--- src/rtl/ibb_pkg.sv ---
package ibb_pkg;
    localparam int HB_W     = 8;
    localparam int DEV_W    = 2 * HB_W;
    localparam int REG_AW   = 3;
    localparam int WIN_AW   = REG_AW + 2;
    localparam int BLK_BIT  = REG_AW;
    localparam int SIDE_BIT = REG_AW + 1;

    typedef struct packed {
        logic cs0_n;
        logic cs1_n;
        logic ior_n;
        logic iow_n;
    } dev_ctl_t;

    // returns {cs1_n, cs0_n}
    function automatic logic [1:0] blk_sel_n(input logic act, input logic blk);
        return {~(act & blk), ~(act & ~blk)};
    endfunction
endpackage

--- src/rtl/ibb_phase_delay.sv ---
module ibb_phase_delay #(
    parameter int STAGES = 1
) (
    input  logic clk,
    input  logic rst,
    input  logic phi,
    output logic phi_dly
);
    logic [STAGES-1:0] chain_q;

    generate
        for (genvar i = 0; i < STAGES; i++) begin : g_stage
            if (i == 0) begin : g_first
                always_ff @(posedge clk) begin
                    if (rst) chain_q[0] <= 1'b0;
                    else     chain_q[0] <= phi;
                end
            end else begin : g_next
                always_ff @(posedge clk) begin
                    if (rst) chain_q[i] <= 1'b0;
                    else     chain_q[i] <= chain_q[i-1];
                end
            end
        end
    endgenerate

    assign phi_dly = chain_q[STAGES-1];

    p_dly_clear_r10: assert property (@(posedge clk) rst |=> !phi_dly);
endmodule

--- src/rtl/ibb_decode.sv ---
module ibb_decode
    import ibb_pkg::*;
(
    input  logic              clk,
    input  logic              rst,
    input  logic              win_sel,
    input  logic              phi,
    input  logic              phi_dly,
    input  logic              rw,
    input  logic [WIN_AW-1:0] addr,
    output dev_ctl_t          ctl,
    output logic              latch_wr,
    output logic              side_rd,
    output logic              host_oe
);
    logic dev_phase, strobe;

    always_comb begin
        dev_phase = win_sel & phi & ~addr[SIDE_BIT];
        strobe    = dev_phase & phi_dly;
        {ctl.cs1_n, ctl.cs0_n} = blk_sel_n(dev_phase, addr[BLK_BIT]);
        ctl.ior_n = ~(strobe & rw);
        ctl.iow_n = ~(strobe & ~rw);
        latch_wr  = win_sel & phi & phi_dly & addr[SIDE_BIT] & ~rw;
        side_rd   = addr[SIDE_BIT];
        host_oe   = win_sel & phi & rw;
    end

    p_side_quiet_r2: assert property (@(posedge clk) disable iff (rst)
        addr[SIDE_BIT] |-> (ctl.cs0_n && ctl.cs1_n && ctl.ior_n && ctl.iow_n));
    p_one_block_r1: assert property (@(posedge clk) disable iff (rst)
        $onehot0({~ctl.cs0_n, ~ctl.cs1_n}));
endmodule

--- src/rtl/ibb_hi_stage.sv ---
module ibb_hi_stage
    import ibb_pkg::*;
(
    input  logic            clk,
    input  logic            rst,
    input  logic            latch_wr,
    input  logic [HB_W-1:0] host_byte,
    input  logic            rd_cap,
    input  logic [HB_W-1:0] dev_hi,
    output logic [HB_W-1:0] wr_hi,
    output logic [HB_W-1:0] rd_hi
);
    always_ff @(posedge clk) begin
        if (rst) begin
            wr_hi <= '0;
            rd_hi <= '0;
        end else begin
            if (latch_wr) wr_hi <= host_byte;
            if (rd_cap)   rd_hi <= dev_hi;
        end
    end

    p_rd_capture_r6: assert property (@(posedge clk) disable iff (rst)
        rd_cap |=> rd_hi == $past(dev_hi));
    p_wr_hold_r11: assert property (@(posedge clk) disable iff (rst)
        !latch_wr |=> $stable(wr_hi));
endmodule

--- src/rtl/ide_byte_bridge.sv ---
module ide_byte_bridge
    import ibb_pkg::*;
#(
    parameter int DLY_STAGES = 1
) (
    input  logic              clk,
    input  logic              rst,
    input  logic              phi,
    input  logic              win_sel,
    input  logic [WIN_AW-1:0] addr,
    input  logic              rw,
    input  logic [HB_W-1:0]   host_d_in,
    output logic [HB_W-1:0]   host_d_out,
    output logic              host_d_oe,
    output logic              dev_cs0_n,
    output logic              dev_cs1_n,
    output logic [REG_AW-1:0] dev_addr,
    output logic              dev_ior_n,
    output logic              dev_iow_n,
    input  logic [DEV_W-1:0]  dev_d_in,
    output logic [DEV_W-1:0]  dev_d_out,
    output logic              dev_d_oe
);
    logic            phi_dly, latch_wr, side_rd;
    dev_ctl_t        ctl;
    logic [HB_W-1:0] wr_hi, rd_hi;

    ibb_phase_delay #(.STAGES(DLY_STAGES)) u_dly (
        .clk(clk), .rst(rst), .phi(phi), .phi_dly(phi_dly)
    );

    ibb_decode u_dec (
        .clk(clk), .rst(rst), .win_sel(win_sel), .phi(phi), .phi_dly(phi_dly),
        .rw(rw), .addr(addr), .ctl(ctl), .latch_wr(latch_wr),
        .side_rd(side_rd), .host_oe(host_d_oe)
    );

    ibb_hi_stage u_hi (
        .clk(clk), .rst(rst), .latch_wr(latch_wr), .host_byte(host_d_in),
        .rd_cap(~ctl.ior_n), .dev_hi(dev_d_in[DEV_W-1:HB_W]),
        .wr_hi(wr_hi), .rd_hi(rd_hi)
    );

    assign dev_cs0_n  = ctl.cs0_n;
    assign dev_cs1_n  = ctl.cs1_n;
    assign dev_ior_n  = ctl.ior_n;
    assign dev_iow_n  = ctl.iow_n;
    assign dev_addr   = addr[REG_AW-1:0];
    assign dev_d_out  = {wr_hi, host_d_in};
    assign dev_d_oe   = ~ctl.iow_n;
    assign host_d_out = side_rd ? rd_hi : dev_d_in[HB_W-1:0];

    p_strobe_late_r4: assert property (@(posedge clk) disable iff (rst)
        $rose(phi) |-> (dev_ior_n && dev_iow_n));
    p_wr_lane_r5: assert property (@(posedge clk) disable iff (rst)
        !dev_iow_n |-> (dev_d_oe && dev_d_out[HB_W-1:0] == host_d_in));
    p_host_quiet_r9: assert property (@(posedge clk) disable iff (rst)
        !win_sel |-> (!host_d_oe && dev_cs0_n && dev_cs1_n));
endmodule

--- config.mk ---
export PLATFORM = sky130hd
export DESIGN_NAME = ide_byte_bridge
export DESIGN_NICKNAME = d
export VERILOG_FILES = /design/src/rtl/ibb_pkg.sv /design/src/rtl/ibb_phase_delay.sv /design/src/rtl/ibb_decode.sv /design/src/rtl/ibb_hi_stage.sv /design/src/rtl/ide_byte_bridge.sv
export SDC_FILE = /design/constraint.sdc
export NUM_CORES = 1
export LEC_CHECK = 0
export BUFFER_PORTS_ARGS = -buffer_cell sky130_fd_sc_hd__buf_2
export CAP_MARGIN = 20
export CORE_AREA = 4 4 55 57
export DETAILED_ROUTE_END_ITERATION = 10
export DIE_AREA = 0 0 59 61
export GPL_ROUTABILITY_DRIVEN = 0
export PLACE_DENSITY = 0.76
export SYNTH_ARGS = -nofsm -noshare
export SYNTH_HDL_FRONTEND = slang
export SYNTH_SLANG_ARGS = --single-unit
--- constraint.sdc ---
create_clock -name clk -period 1.2 [get_ports clk]
set_input_delay 0.24 -clock clk [delete_from_list [all_inputs] [get_ports clk]]
set_output_delay 0.24 -clock clk [all_outputs]
set_load 0.02 [all_outputs]
# Word level (Yosys, flattened, before mapping)
# Cells that the tools add are included.
[classes]
n_addsub = 0
multipliers = 0
n_div = 0
order_cmp = 0
eq_ne = 0
shift = 0
muxes = 1
n_bitwise = 18
reduce_logical = 0
[ops]
columns = ["operator", "n"]
rows = [
  ["$and A1 B1 Y1", 11],
  ["$mux W8", 1],
  ["$not A1 Y1", 7],
]
[totals]
reg_bits = 17
latchBits = 0
ramBits = 0
rom_bits = 0
inputBits = 34
output_inout_bits = 33
elab_cells = 22
mem_count = 0

# Depth between registers and ports, before layout
[logic_depth]
word_depth = 5
mapped_depth = 5

# Modules after synthesis
# A second synthesis with hierarchy kept.
[unflattened]
hier_cells = 85
hier_area_um2 = 900.9
[modules_own_cells]
columns = ["module", "instances", "cells_per_inst", "area_each_um2", "seq_area_each_um2"]
rows = [
  ["ibb_hi_stage", 1, 52, 579.3, 320.3],
  ["ide_byte_bridge", 1, 22, 221.5, 0.0],
  ["ibb_decode", 1, 9, 66.3, 0.0],
  ["ibb_phase_delay", 1, 2, 33.8, 20.0],
]

# Worst setup path after synthesis
# No wires, ideal clock.
[synth_path]
path_kind = "input to output"
start = "input addr[4]"
end = "output dev_ior_n"
arrival_time_ns = 0.944
t_required_ns = 0.960
setup_slack_ns = 0.016
path_stages = 5
path_buffers = 2
path_cell_list = "buf_6 nor2b_4 and4_4 buf_12 inv_1"
[synth_via]
elab_chain_cells = 5
[synth_rtl]
columns = ["element", "line", "rtl"]
rows = [
  ["start: declaration", "ide_byte_bridge.sv:10", "input logic [WIN_AW-1:0] addr,"],
  ["$not A1 Y1", "ibb_decode.sv:19", "dev_phase = win_sel & phi & ~addr[SIDE_BIT];"],
  ["$and A1 B1 Y1", "ibb_decode.sv:19", ""],
  ["$and A1 B1 Y1", "ibb_decode.sv:20", "strobe = dev_phase & phi_dly;"],
  ["$and A1 B1 Y1", "ibb_decode.sv:22", "ctl.ior_n = ~(strobe & rw);"],
  ["$not A1 Y1", "ibb_decode.sv:22", ""],
  ["end: declaration", "ide_byte_bridge.sv:18", "output logic dev_ior_n,"],
]
# No other way between the ends.

# Worst setup path in the final report
[layout_path]
start = "register u_dly.chain_q, in the netlist u_dly.phi_dly"
end = "output dev_iow_n"
[layout_via]
elab_chain_cells = 3
[layout_rtl]
columns = ["element", "line", "rtl"]
rows = [
  ["start: declaration", "ibb_phase_delay.sv:9", "logic [STAGES-1:0] chain_q;"],
  ["$and A1 B1 Y1", "ibb_decode.sv:20", ""],
  ["$and A1 B1 Y1", "ibb_decode.sv:23", "ctl.iow_n = ~(strobe & ~rw);"],
  ["$not A1 Y1", "ibb_decode.sv:23", ""],
  ["end: declaration", "ide_byte_bridge.sv:19", "output logic dev_iow_n,"],
]
# No other way between the ends.

==> results.md <==
- Syn Inst Count: 101
- DP Wirelength: 1720 µm
- CP Data Arrival Time: 1.09 ns
- Ys flop type: dfxtp_1
- Tot GR Track Use: 14.3%
- Placed cells: 179
- Cell Area, Placed: 1280 µm²
- Share of layout cells above drive strength 1: 59.1%
- CP Capture Type: output port
- Most frequent cell after synthesis: nand2b_1
- Yosys warnings: 0
- Sum Neg Setup Slack: -0.585 ns
- DRT iter0 DRCs: 11
- Wire per inst: 13.2 µm
- Starting Density: 40.9%
- Peak VDD IR: 0.479 mV
- Worst skew pair latency: 0.29 ns
- Violated checks: negative setup slack
- Max Clock Freq: 752 MHz
- Leading area contributor after synthesis: dfxtp_1
- CP Max Fanout: 3
- Hold buffer count at CTS: 0
- Final Non-Filler Cells: 184
- CTS clk-pin slew, worst paths: 0.09 ns
- FFs w/ async S/R, synth: 0%
- Avg Inst Size Synth: 10.0 µm²
- Non-Filler Cell Area, Final: 1440 µm²
- GR Overflow Total: 0
- Post-synthesis cell area: 1010 µm²
- Worst slew margin relative to its limit: 74.2%
- CTS Buffer Depth: 2
- Final slew viol count: 0
- Residual DRC: 0
- Final setup viols: 11
- # rows: 18
- Layout net count: 189
- Clock sinks: 17
- Worst min path class: input pin to flip-flop
- Largest net degree at the start of global routing: 34
- Sequential share of the synthesized area: 33.6%
- Yosys top cell area share: 33.6%
- Routed vias/inst: 4.63
- Worst r2r path cells: 4
- Slowest CP cell: dfxtp_2
- Worst setup path startpoint: u_dly.phi_dly
- Die W: 59 µm
- Startpoint types: flip-flop
- H-Tree Depth: 1
- CTS Buf Count: 3
- Register area: 352 µm²
- Vias: 852
- Critical R2R Launch: u_dly.phi_dly
- Worst-Margin Slew: 0.387 ns
- Tmin final: 1.33 ns
- FF-to-FF End: u_hi.rd_hi[5]
- Syn_nets: 135
- Largest cells by area after synthesis: dfxtp_1 34%, mux2i_1 16%, nand2b_1 15%
- Die Y: 61 µm
- Initial antenna violation count: 0
- Port bufs: 60
- Worst reg-to-reg setup slack: 0.11 ns
- CP endpoint: dev_iow_n
- Post-route setup slack: -0.129 ns
- # IOs: 67
- Antenna viol nets, final: 0
- DRT Pass-1 Iters: 4
- Register bit total from synthesis: 17
- Die area: 3600 µm²
- P_leak: 0.654 nW
- Power Density: 796 nW/µm²
- Post-synth cell types: 20
- Skew final: 0.00290 ns
- Endpoints failing hold: 0
- Commonest cells post-synth: 24 x nand2b_1, 17 x dfxtp_1, 16 x mux2i_1, 11 x buf_4
- Total Wirelength: 2430 µm
- Layout area overhead: 41.9%
- Fillers: 235
- Kind of critical path: flip-flop to output port
- Crit-path cells: nand3_2, or2_4, buf_6
- CP peak stage delay: 0.35 ns
- Final Cycle Share: 111%
- Design Power: 1.14 mW
- Core area: 2480 µm²
- Clk root buf: clkbuf_4
- Status: finished, violations left
- Worst hold slack: 0.194 ns
- CTS tree: built
- Vias in the first global route: 879
- Number of diodes: 0
- Number of enable flip-flop cells after synthesis: 0
- Multi-input logic area: 581 µm²
- RSZ-0062 raised after global routing: yes
- Max Cap Violations: 0
- First-pass GRT wire length: 3850 µm
- Critical Path RT: 0.96 ns
==> cells in the final DEF, fill, tap and decap left out <==
cell,n
buf_2,47
or2_4,1
nand3_1,1
buf_12,2
mux2i_1,16
or2b_1,8
nand3_2,1
dfxtp_2,9
clkbuf_4,3
nor2b_4,1
and4_4,1
mux2_4,8
buf_4,5
nand3b_1,1
nor2_4,1
nand2b_1,24
nor2b_1,1
and3_1,1
inv_2,1
clkbuf_1,1
dfxtp_1,8
nand4_1,1
nor2_1,1
buf_6,11
==> report_power, final <==
part,internal (mW),switching [mW]
Clock,0.129,0.179
Sequential,0.570,0.00333
Combinational,0.138,0.124
Total,0.838,0.306
==> stage by stage <==
| step | worst slack, ns | util, % |
|---|---|---|
| final | -0.129 | 58.0 |
| after global routing | -0.174 | 58.0 |
| after CTS | -0.136 | 57.7 |
| after detailed placement | -0.160 | 51.7 |
| after global placement | -0.118 | 51.7 |
| after floorplan | 0.0162 | - |
==> sequential cells by signal (all words and copies together) (netlist names) <==
signal / count
u_dly.phi_dly: 1
u_hi.wr_hi: 8
u_hi.rd_hi: 8
==> final cells by class <==
cell class / count / area share, %
well taps: 30 / 2.61
inverters: 1 / 0.261
flip-flops and latches: 17 / 24.5
clock buffers: 4 / 1.83
repair buffers: 65 / 30.4
multi-input cells: 67 / 40.4
==> repair_timing <==
item	in CTS	in global routing
gates resized for setup	42	2
setup endpoints to repair	11	12
setup buffers	1	0
==> layer usage <==
layer  wire, µm  track usage, %  share of wire, %  vias up
met3        201            2.98               8.3        6
met5          0               0                 0        -
met2       1210            24.9                50       41
met4         52            7.77               2.1        0
li1           -               -                 -      425
met1        971            16.3                40      380
==> worst max-delay path: cells and delay by family (launching register included) <==
kind	cells	cell delay (ns)
buf+inv	1	0.13
flops	1	0.35
simple gates	2	0.32
==> cells by family (layout without fill, tap and decap cells) <==
| logic type | count (synthesis) | count (layout) | share of synthesized area, % |
|---|---|---|---|
| buffers and inverters | 17 | 70 | 12.7 |
| flip-flops | 17 | 17 | 33.6 |
| multiplexers | 24 | 24 | 24.7 |
| AND/OR/NAND/NOR | 43 | 43 | 28.9 |
==> how the worst min path moves through the flow <==
| stage | from | endpoint | depth (start not counted) |
|---|---|---|---|
| after detailed placement | u_hi.wr_hi[5] | u_hi.wr_hi[5] | 2 |
| after global routing | dev_d_in[13] | u_hi.rd_hi[5] | 3 |
| after floorplan | phi | u_dly.phi_dly | 1 |
| after global placement | u_hi.wr_hi[2] | u_hi.wr_hi[2] | 2 |
| final | dev_d_in[12] | u_hi.rd_hi[4] | 3 |
| after CTS | dev_d_in[9] | u_hi.rd_hi[1] | 3 |
Note: power is estimated with default switching activity, not from simulation.
